[config.mk]
export PLATFORM = sky130hd
export DESIGN_NAME = dual_noise_shaper
export DESIGN_NICKNAME = d
export VERILOG_FILES = /design/src/rtl/dual_noise_shaper_pkg.sv /design/src/rtl/ns_input_cond.sv /design/src/rtl/ns_loop.sv /design/src/rtl/dual_noise_shaper.sv
export SDC_FILE = /design/constraint.sdc
export NUM_CORES = 1
export LEC_CHECK = 0
export BUFFER_PORTS_ARGS = -buffer_cell sky130_fd_sc_hd__buf_2
export CAP_MARGIN = 20
export CORE_ASPECT_RATIO = 0.6
export CORE_MARGIN = 5
export CORE_UTILIZATION = 59
export DETAILED_ROUTE_END_ITERATION = 16
export PLACE_DENSITY_LB_ADDON = 0.12
export SYNTH_ARGS = -nofsm -noshare
export SYNTH_HDL_FRONTEND = slang
export SYNTH_SLANG_ARGS = --single-unit
[constraint.sdc]
create_clock -name clk -period 13.27 [get_ports clk]
set_input_delay 1.327 -clock clk [delete_from_list [all_inputs] [get_ports clk]]
set_output_delay 1.327 -clock clk [all_outputs]
set_load 0.01 [all_outputs]
[src/rtl/dual_noise_shaper_pkg.sv]
package dual_noise_shaper_pkg;
  typedef enum logic {
    WORD_20 = 1'b0,
    WORD_24 = 1'b1
  } word_mode_e;

  localparam int N_PATHS = 2;
  localparam int PATH_IN = 0;
  localparam int PATH_INV = 1;
endpackage

[src/rtl/ns_input_cond.sv]
module ns_input_cond #(
  parameter int IN_W = 24,
  parameter int DROP_W = 4
) (
  input  logic signed [IN_W-1:0] din,
  input  logic                   wide_mode,
  output logic signed [IN_W-1:0] dout_pos,
  output logic signed [IN_W-1:0] dout_neg
);
  import dual_noise_shaper_pkg::*;

  localparam logic signed [IN_W-1:0] MOST_NEG = {1'b1, {(IN_W-1){1'b0}}};
  localparam logic signed [IN_W-1:0] MOST_POS = {1'b0, {(IN_W-1){1'b1}}};

  logic signed [IN_W-1:0] masked;

  always_comb begin
    if (word_mode_e'(wide_mode) == WORD_24) masked = din;
    else masked = {din[IN_W-1:DROP_W], {DROP_W{1'b0}}};
    dout_pos = masked;
    if (masked == MOST_NEG) dout_neg = MOST_POS;
    else dout_neg = -masked;
  end
endmodule

[src/rtl/ns_loop.sv]
module ns_loop #(
  parameter int IN_W = 24,
  parameter int CODE_W = 5,
  parameter int ORDER = 3
) (
  input  logic                     clk,
  input  logic                     rst,
  input  logic                     en,
  input  logic signed [IN_W-1:0]   din,
  output logic signed [CODE_W-1:0] code
);
  localparam int SH = IN_W - CODE_W;
  localparam int W = IN_W + 3;
  localparam int QMAX = 2 ** (CODE_W - 1) - 1;
  localparam logic signed [W-1:0] STEP_W = W'(1 << SH);
  localparam logic signed [W-1:0] HALF_W = W'(1 << (SH - 1));
  localparam logic signed [W-1:0] QMAX_W = W'(QMAX);

  logic signed [W-1:0] err_q [ORDER];
  logic signed [W-1:0] fb, u, qf, qc, e_raw, e_sat;

  always_comb begin
    fb = ((err_q[0] <<< 1) + err_q[0]) - ((err_q[1] <<< 1) + err_q[1]) + err_q[2];
    u = W'(din) - fb;
    qf = (u + HALF_W) >>> SH;
    if (qf > QMAX_W) qc = QMAX_W;
    else if (qf < -QMAX_W) qc = -QMAX_W;
    else qc = qf;
    e_raw = (qc <<< SH) - u;
    if (e_raw > STEP_W) e_sat = STEP_W;
    else if (e_raw < -STEP_W) e_sat = -STEP_W;
    else e_sat = e_raw;
  end

  always_ff @(posedge clk) begin
    if (rst) begin
      for (int k = 0; k < ORDER; k++) err_q[k] <= '0;
      code <= '0;
    end else if (en) begin
      err_q[0] <= e_sat;
      for (int k = 1; k < ORDER; k++) err_q[k] <= err_q[k-1];
      code <= qc[CODE_W-1:0];
    end
  end
endmodule

[src/rtl/dual_noise_shaper.sv]
module dual_noise_shaper #(
  parameter int IN_W = 24,
  parameter int CODE_W = 5,
  parameter int DROP_W = 4
) (
  input  logic              clk,
  input  logic              rst,
  input  logic              ns_en,
  input  logic [IN_W-1:0]   sample_in,
  input  logic              wide_mode,
  output logic [CODE_W-1:0] code_a,
  output logic [CODE_W-1:0] code_b,
  output logic              code_valid
);
  import dual_noise_shaper_pkg::*;

  logic signed [IN_W-1:0]   path_in   [N_PATHS];
  logic signed [CODE_W-1:0] path_code [N_PATHS];

  ns_input_cond #(.IN_W(IN_W), .DROP_W(DROP_W)) u_cond (
    .din       (signed'(sample_in)),
    .wide_mode (wide_mode),
    .dout_pos  (path_in[PATH_IN]),
    .dout_neg  (path_in[PATH_INV])
  );

  for (genvar p = 0; p < N_PATHS; p++) begin : g_path
    ns_loop #(.IN_W(IN_W), .CODE_W(CODE_W), .ORDER(3)) u_loop (
      .clk  (clk),
      .rst  (rst),
      .en   (ns_en),
      .din  (path_in[p]),
      .code (path_code[p])
    );
  end

  always_ff @(posedge clk) begin
    if (rst) code_valid <= 1'b0;
    else code_valid <= ns_en;
  end

  assign code_a = path_code[PATH_IN];
  assign code_b = path_code[PATH_INV];
endmodule

# Word-level counts from Yosys, hierarchy flattened
# Memory sizes are Yosys's and may differ from the RTL's.
# Cells that the tools add are included.
dict set report word_totals {
  latchBits 0
  romBits 0
  inputBits 28
  ramBits 162
  ff_bits 11
  word_cells 56
  n_memories 2
  out_inout_bits 11
}
dict set report op_classes {
  n_reduce_logical 0
  n_shift 0
  n_bitwise 6
  multipliers 0
  div_mod_pow 0
  n_eq_ne 1
  muxes 21
  add_sub_neg 15
  order_cmp 8
}
# name words width rd rd_clocked_by_memory_dff write_ports line
set memory_table {}
lappend memory_table {{g_path[0].u_loop.err_q} 3 27 3 0 3 ns_loop.sv:19} ;# logic signed [W-1:0] err_q [ORDER];
lappend memory_table {{g_path[1].u_loop.err_q} 3 27 3 0 3 ns_loop.sv:19}
# cell count
set ops {}
lappend ops {{27-bit two-way mux} 10}
lappend ops {{27-bit adder} 6}
lappend ops {{27-bit subtractor} 4}
lappend ops {{27-bit by 20-bit adder with 27-bit output, second input constant} 2}
lappend ops {{27-bit by 21-bit > comparator with 1-bit output, second input constant} 2}
lappend ops {{27-bit by 20-bit less-than comparator with 1-bit output, second input constant} 2}
lappend ops {{24-bit by 27-bit subtractor with 27-bit output} 2}
lappend ops {{8-bit two-way mux} 4}
lappend ops {{24-bit equality test, second input constant} 1}
lappend ops {{24-bit two-way mux} 1}
lappend ops {{24-bit negation} 1}
lappend ops {{8-bit by 5-bit > comparator with 1-bit output, second input constant} 2}
lappend ops {{8-bit by 5-bit less-than comparator with 1-bit output, second input constant} 2}
lappend ops {{1-bit bitwise OR} 6}
lappend ops {{1-bit two-way mux} 5}
lappend ops {{4-bit two-way mux} 1}

# Longest topological paths before layout
# An unclocked memory read counts as a cell.
dict set report logic_depth {
  ltp_word 14
  ltp_mapped 52
  mapped_depth_nobuf 48
}

# Modules after synthesis
# A second synthesis with hierarchy kept.
dict set report unflattened {
  cells_unflattened 2008
  area_unflattened_um2 18751.7
}
# mod seq_area_each_um2 area_each_um2 cells_per_inst instances
set modules_own_cells {}
lappend modules_own_cells {{ns_loop at g_path[0].u_loop} 2532.4 9087.5 955 1}
lappend modules_own_cells {{ns_loop at g_path[1].u_loop} 2532.4 8873.5 934 1}
lappend modules_own_cells {ns_input_cond 0.0 757.0 117 1}
lappend modules_own_cells {dual_noise_shaper 20.0 33.8 2 1}

# Worst setup path before layout
# Ideal clock, no wire load.
dict set report synth_timing {
  path_type {in2reg}
  start {input sample_in[1]}
  end {memory g_path[1].u_loop.err_q[0][15] (netlist bit) (data pin)}
  required_time_ps 13131
  arrival_time_ps 13125
  slack_ps 7
  path_stages 50
  cell_sequence {or4_4 a211o_1 or3_1 nor2_1 nand2_1 nor3_1 and3_1 clkbuf_1 clkbuf_1 a21oi_1 fa_1 fa_1 inv_1 fa_1 inv_1 fa_1 nand2b_1 a211o_1 [14 not listed] o311ai_1 or3b_2 ha_1 inv_1 a2111oi_0 a31oi_1 a31o_2 o31ai_1 a21oi_1 xnor2_2 or3_1 ha_1 inv_1 nand2_1 a2111oi_4 a2bb2oi_4 buf_6 nor2_1}
}
# item line
set synth_rtl {}
lappend synth_rtl {{start, declared} dual_noise_shaper.sv:9} ;# input logic [IN_W-1:0] sample_in,
lappend synth_rtl {{end, declared} ns_loop.sv:19}

==> run_results.csv <==
group,metric,value,unit
outcome,status,"finished clean",
floorplanning,core_area,30160,um2
floorplanning,start_util,60.38,%
clocking,cts_max_level,4,
floorplanning,fp.dieArea,34600,um2
yosys,ys_seq_elements,173,
hold_path,min-delay-start,"g_path[1].u_loop.code[2]",
yosys,synth_top_family_by_area,"adder cells",
routing,wl_per_cell,18.82,um
clocking,cts.sinks,173,
worst_setup_path,rr_startpoint,"g_path[0].u_loop.err_q[0][9]",
yosys,synth_edf_count,162,
sta,worst_slew_pin_slew,1.191,ns
worst_setup_path,end_kind,"flop",
global_routing,grt_pass1_wl,69750,um
clocking,clockBufferDepth,2,
yosys,yosys.area.top_type,"edfxtp_1",
yosys,ys_seq_area_share,27.92,%
sta,maxSlewHeadroom,20.59,%
place,numPortBuffers,38,
worst_setup_path,crit_slowest_cell,"a2111oi_4",
routing,first_iter_violations,1115,
yosys,synthesis.area,18210,um2
yosys,syn_area_per_cell,9.646,um2
sta,drv_slew,0,
sta,period_minus_slack,12.88,ns
routing,drt-vias-per-instance,5.896,
cells_and_area,multiInputGateArea,11780,um2
floorplanning,rows,49,
routing,wirelength,43960,um
cells_and_area,drive_gt1_share,8.459,%
cells_and_area,final_cell_mix,"inv_1, nor2_1, fa_1",
global_routing,grt_antenna_before_repair,3,
hold_path,holdPathStages,2,
sta,finalHoldViolations,0,
place,dp_slack,-0.7490,ns
yosys,async_reset_ff_share,0,%
sta,finalCritPeriodShare,97.10,%
global_routing,grt_pass1_vias,13354,
routing,drc,0,
cells_and_area,num-nets-final,2224,
yosys,synth-xor-area-share,5.283,%
job,maxCapViolCount,0,
yosys,syn_inst,1888,
cells_and_area,fillers,2456,
worst_setup_path,cp_max_fo,15,
place,dp_hpwl,34550,um
clocking,cts_buffers,17,
clocking,cts_root_buf,"clkbuf_16",
global_routing,overflow,0,
worst_setup_path,cp.required,13.55,ns
hold_path,min_to,"g_path[1].u_loop.code[2]",
worst_setup_path,reg2reg_slack,2.20,ns
floorplanning,fp.dieH,146.1,um
worst_setup_path,r2r-end,"g_path[0].u_loop.err_q[0][4]",
yosys,post-synth-top-area-fraction,26.71,%
worst_setup_path,worstRegToRegCells,37,
routing,wl_met2,18420,um
routing,first_pass_iters,5,
routing,antenna_left,0,
floorplanning,die_w,236.8,um
yosys,synth_fa_ha_area_share,27.58,%
sta,skew,0.009083,ns
yosys,synth_area_leaders,"edfxtp_1, fa_1, inv_1",
cells_and_area,final-seq-area,5085,um2
cells_and_area,final_common_cell,"inv_1",
floorplanning,io_pins,39,
clocking,cts_tree,"done",
hold_path,hold_class,"flop to flop",
worst_setup_path,critPathMaxStageDelay,0.58,ns
yosys,synth_ff_type,"edfxtp_1",
worst_setup_path,worstPathArrival,13.17,ns
worst_setup_path,critPathKind,"primary input to flop",
worst_setup_path,startpoint_type,"primary input",
yosys,synth.distinct_cells,100,
routing,wl_met3,4430,um
global_routing,grt_start_max_net_pins,95,
place,place_congestion,0.9093,
cells_and_area,syn_to_final_growth,7.585,%
sta,finalSetupViolCount,0,
sta,fin_ws,0.3853,ns
sta,timing.fmax,77.61,MHz
clocking,clk_latency,0.45,ns
clocking,cts_hold_buf,0,
yosys,synth_nets,2198,
yosys,synth_compound_area_share,14.63,%
global_routing,track_usage,24.99,%
routing,dr_total_vias,13774,
yosys,ys_warn_count,0,
yosys,yosys.area_share.simple,15.49,%
clocking,clk_pin_slew_worst_paths,0.07,ns
routing,wl_met1,20530,um
routing,top_layer,"met5",
yosys,muxShareOfSynthArea,0.7420,%
synthesized netlist by cell type, drive strengths merged, types with 6 or more instances:
cell and number:
and3 19, o211ai 11, nand3 29, clkbuf 46, nor2b 13, a21boi 7
o31ai 12, nor4 13, a21o 34, and2 48, nand3b 8, and4 6
a31oi 13, inv 343, nand4 15, dfxtp 11, a211oi 16, or3 15
nor3b 7, a21oi 76, nand2b 17, mux2i 9, fa 199, xnor2 71
xor2 38, nand2 85, a2111o 8, buf 10, o21a 25, o21ai 57
or4 6, ha 83, nor2 207, o2111ai 7, a2111oi 10, edfxtp 162
o311ai 10, nor3 48
per-layer routing:
layer  vias to the layer above  track usage, %
li1                       6460               -
met1                      6759           38.79
met2                       503           35.84
met3                        48           6.560
met4                         4           4.614
met5                         -               0
through the flow:
step	cells	setup TNS (ns)	hold slack [ns]	cell area (um2)	utilization [%]
after floorplan	1888	0	0.4871	18210	-
after global placement	2296	-2.340	0.4616	18830	62.42
after detailed placement	2296	-12.99	0.4623	18830	62.42
after CTS	2328	0	0.4764	19400	64.33
after global routing	2336	-0.1766	0.4817	19590	64.96
final	2336	0	0.4765	19590	64.96
how the worst max path moves through the flow:
stage / start / endpoint / cells after the start
5_1_grt: sample_in[1] / g_path[1].u_loop.err_q[0][13] / 49
4_1_cts: sample_in[1] / g_path[1].u_loop.err_q[0][3] / 47
6_report: sample_in[1] / g_path[1].u_loop.err_q[0][13] / 47
3_5_place_dp: sample_in[1] / g_path[1].u_loop.err_q[0][18] / 46
3_3_place_gp: sample_in[1] / g_path[1].u_loop.err_q[0][5] / 46
2_1_floorplan: sample_in[1] / g_path[1].u_loop.err_q[0][15] / 50
critical path: cells and delay by family:
kind | cells | cell delay [ns]
AO/OA/AOI/OAI | 16 | 3.67
XOR/XNOR | 3 | 0.65
adder cells (fa/ha/maj) | 7 | 2.68
buffers and inverters | 8 | 1.09
AND/OR/NAND/NOR | 13 | 3.72
layout make-up:
type	count	area share (%)
Clock buffer	21	2.458
Timing Repair Buffer	61	1.852
Multi-Input combinational cell	1318	60.10
Antenna cell	1	0.01277
Inverter	343	6.596
Tap cell	408	2.605
Sequential cell	173	25.95
Clock inverter	11	0.4278
flip-flops by register name, summed over array words and instances (netlist names):
signal               flops
g_path.u_loop.err_q    162
g_path.u_loop.code      10
code_valid               1
cells by family (layout without fill, tap and decap cells):
kind of cell               Yosys count  in the layout
xor gates and xnor gates           109            109
AOI/OAI and AO/OA                  358            360
adders and majority gates          282            282
DFF                                173            173
and+or+nand+nor                    554            554
other                                0              1
buffers and inverters              399            436
muxes                               13             13
what timing repair did:
item	4_1_cts	5_1_grt
buffers inserted	0	5
gates cloned	0	2
setup endpoints to repair	19	20
pin swaps	0	6
gates resized for setup	4	22
Power is not shown: default switching activity piles up to over one toggle a cycle in this logic, so the estimate is an artifact.
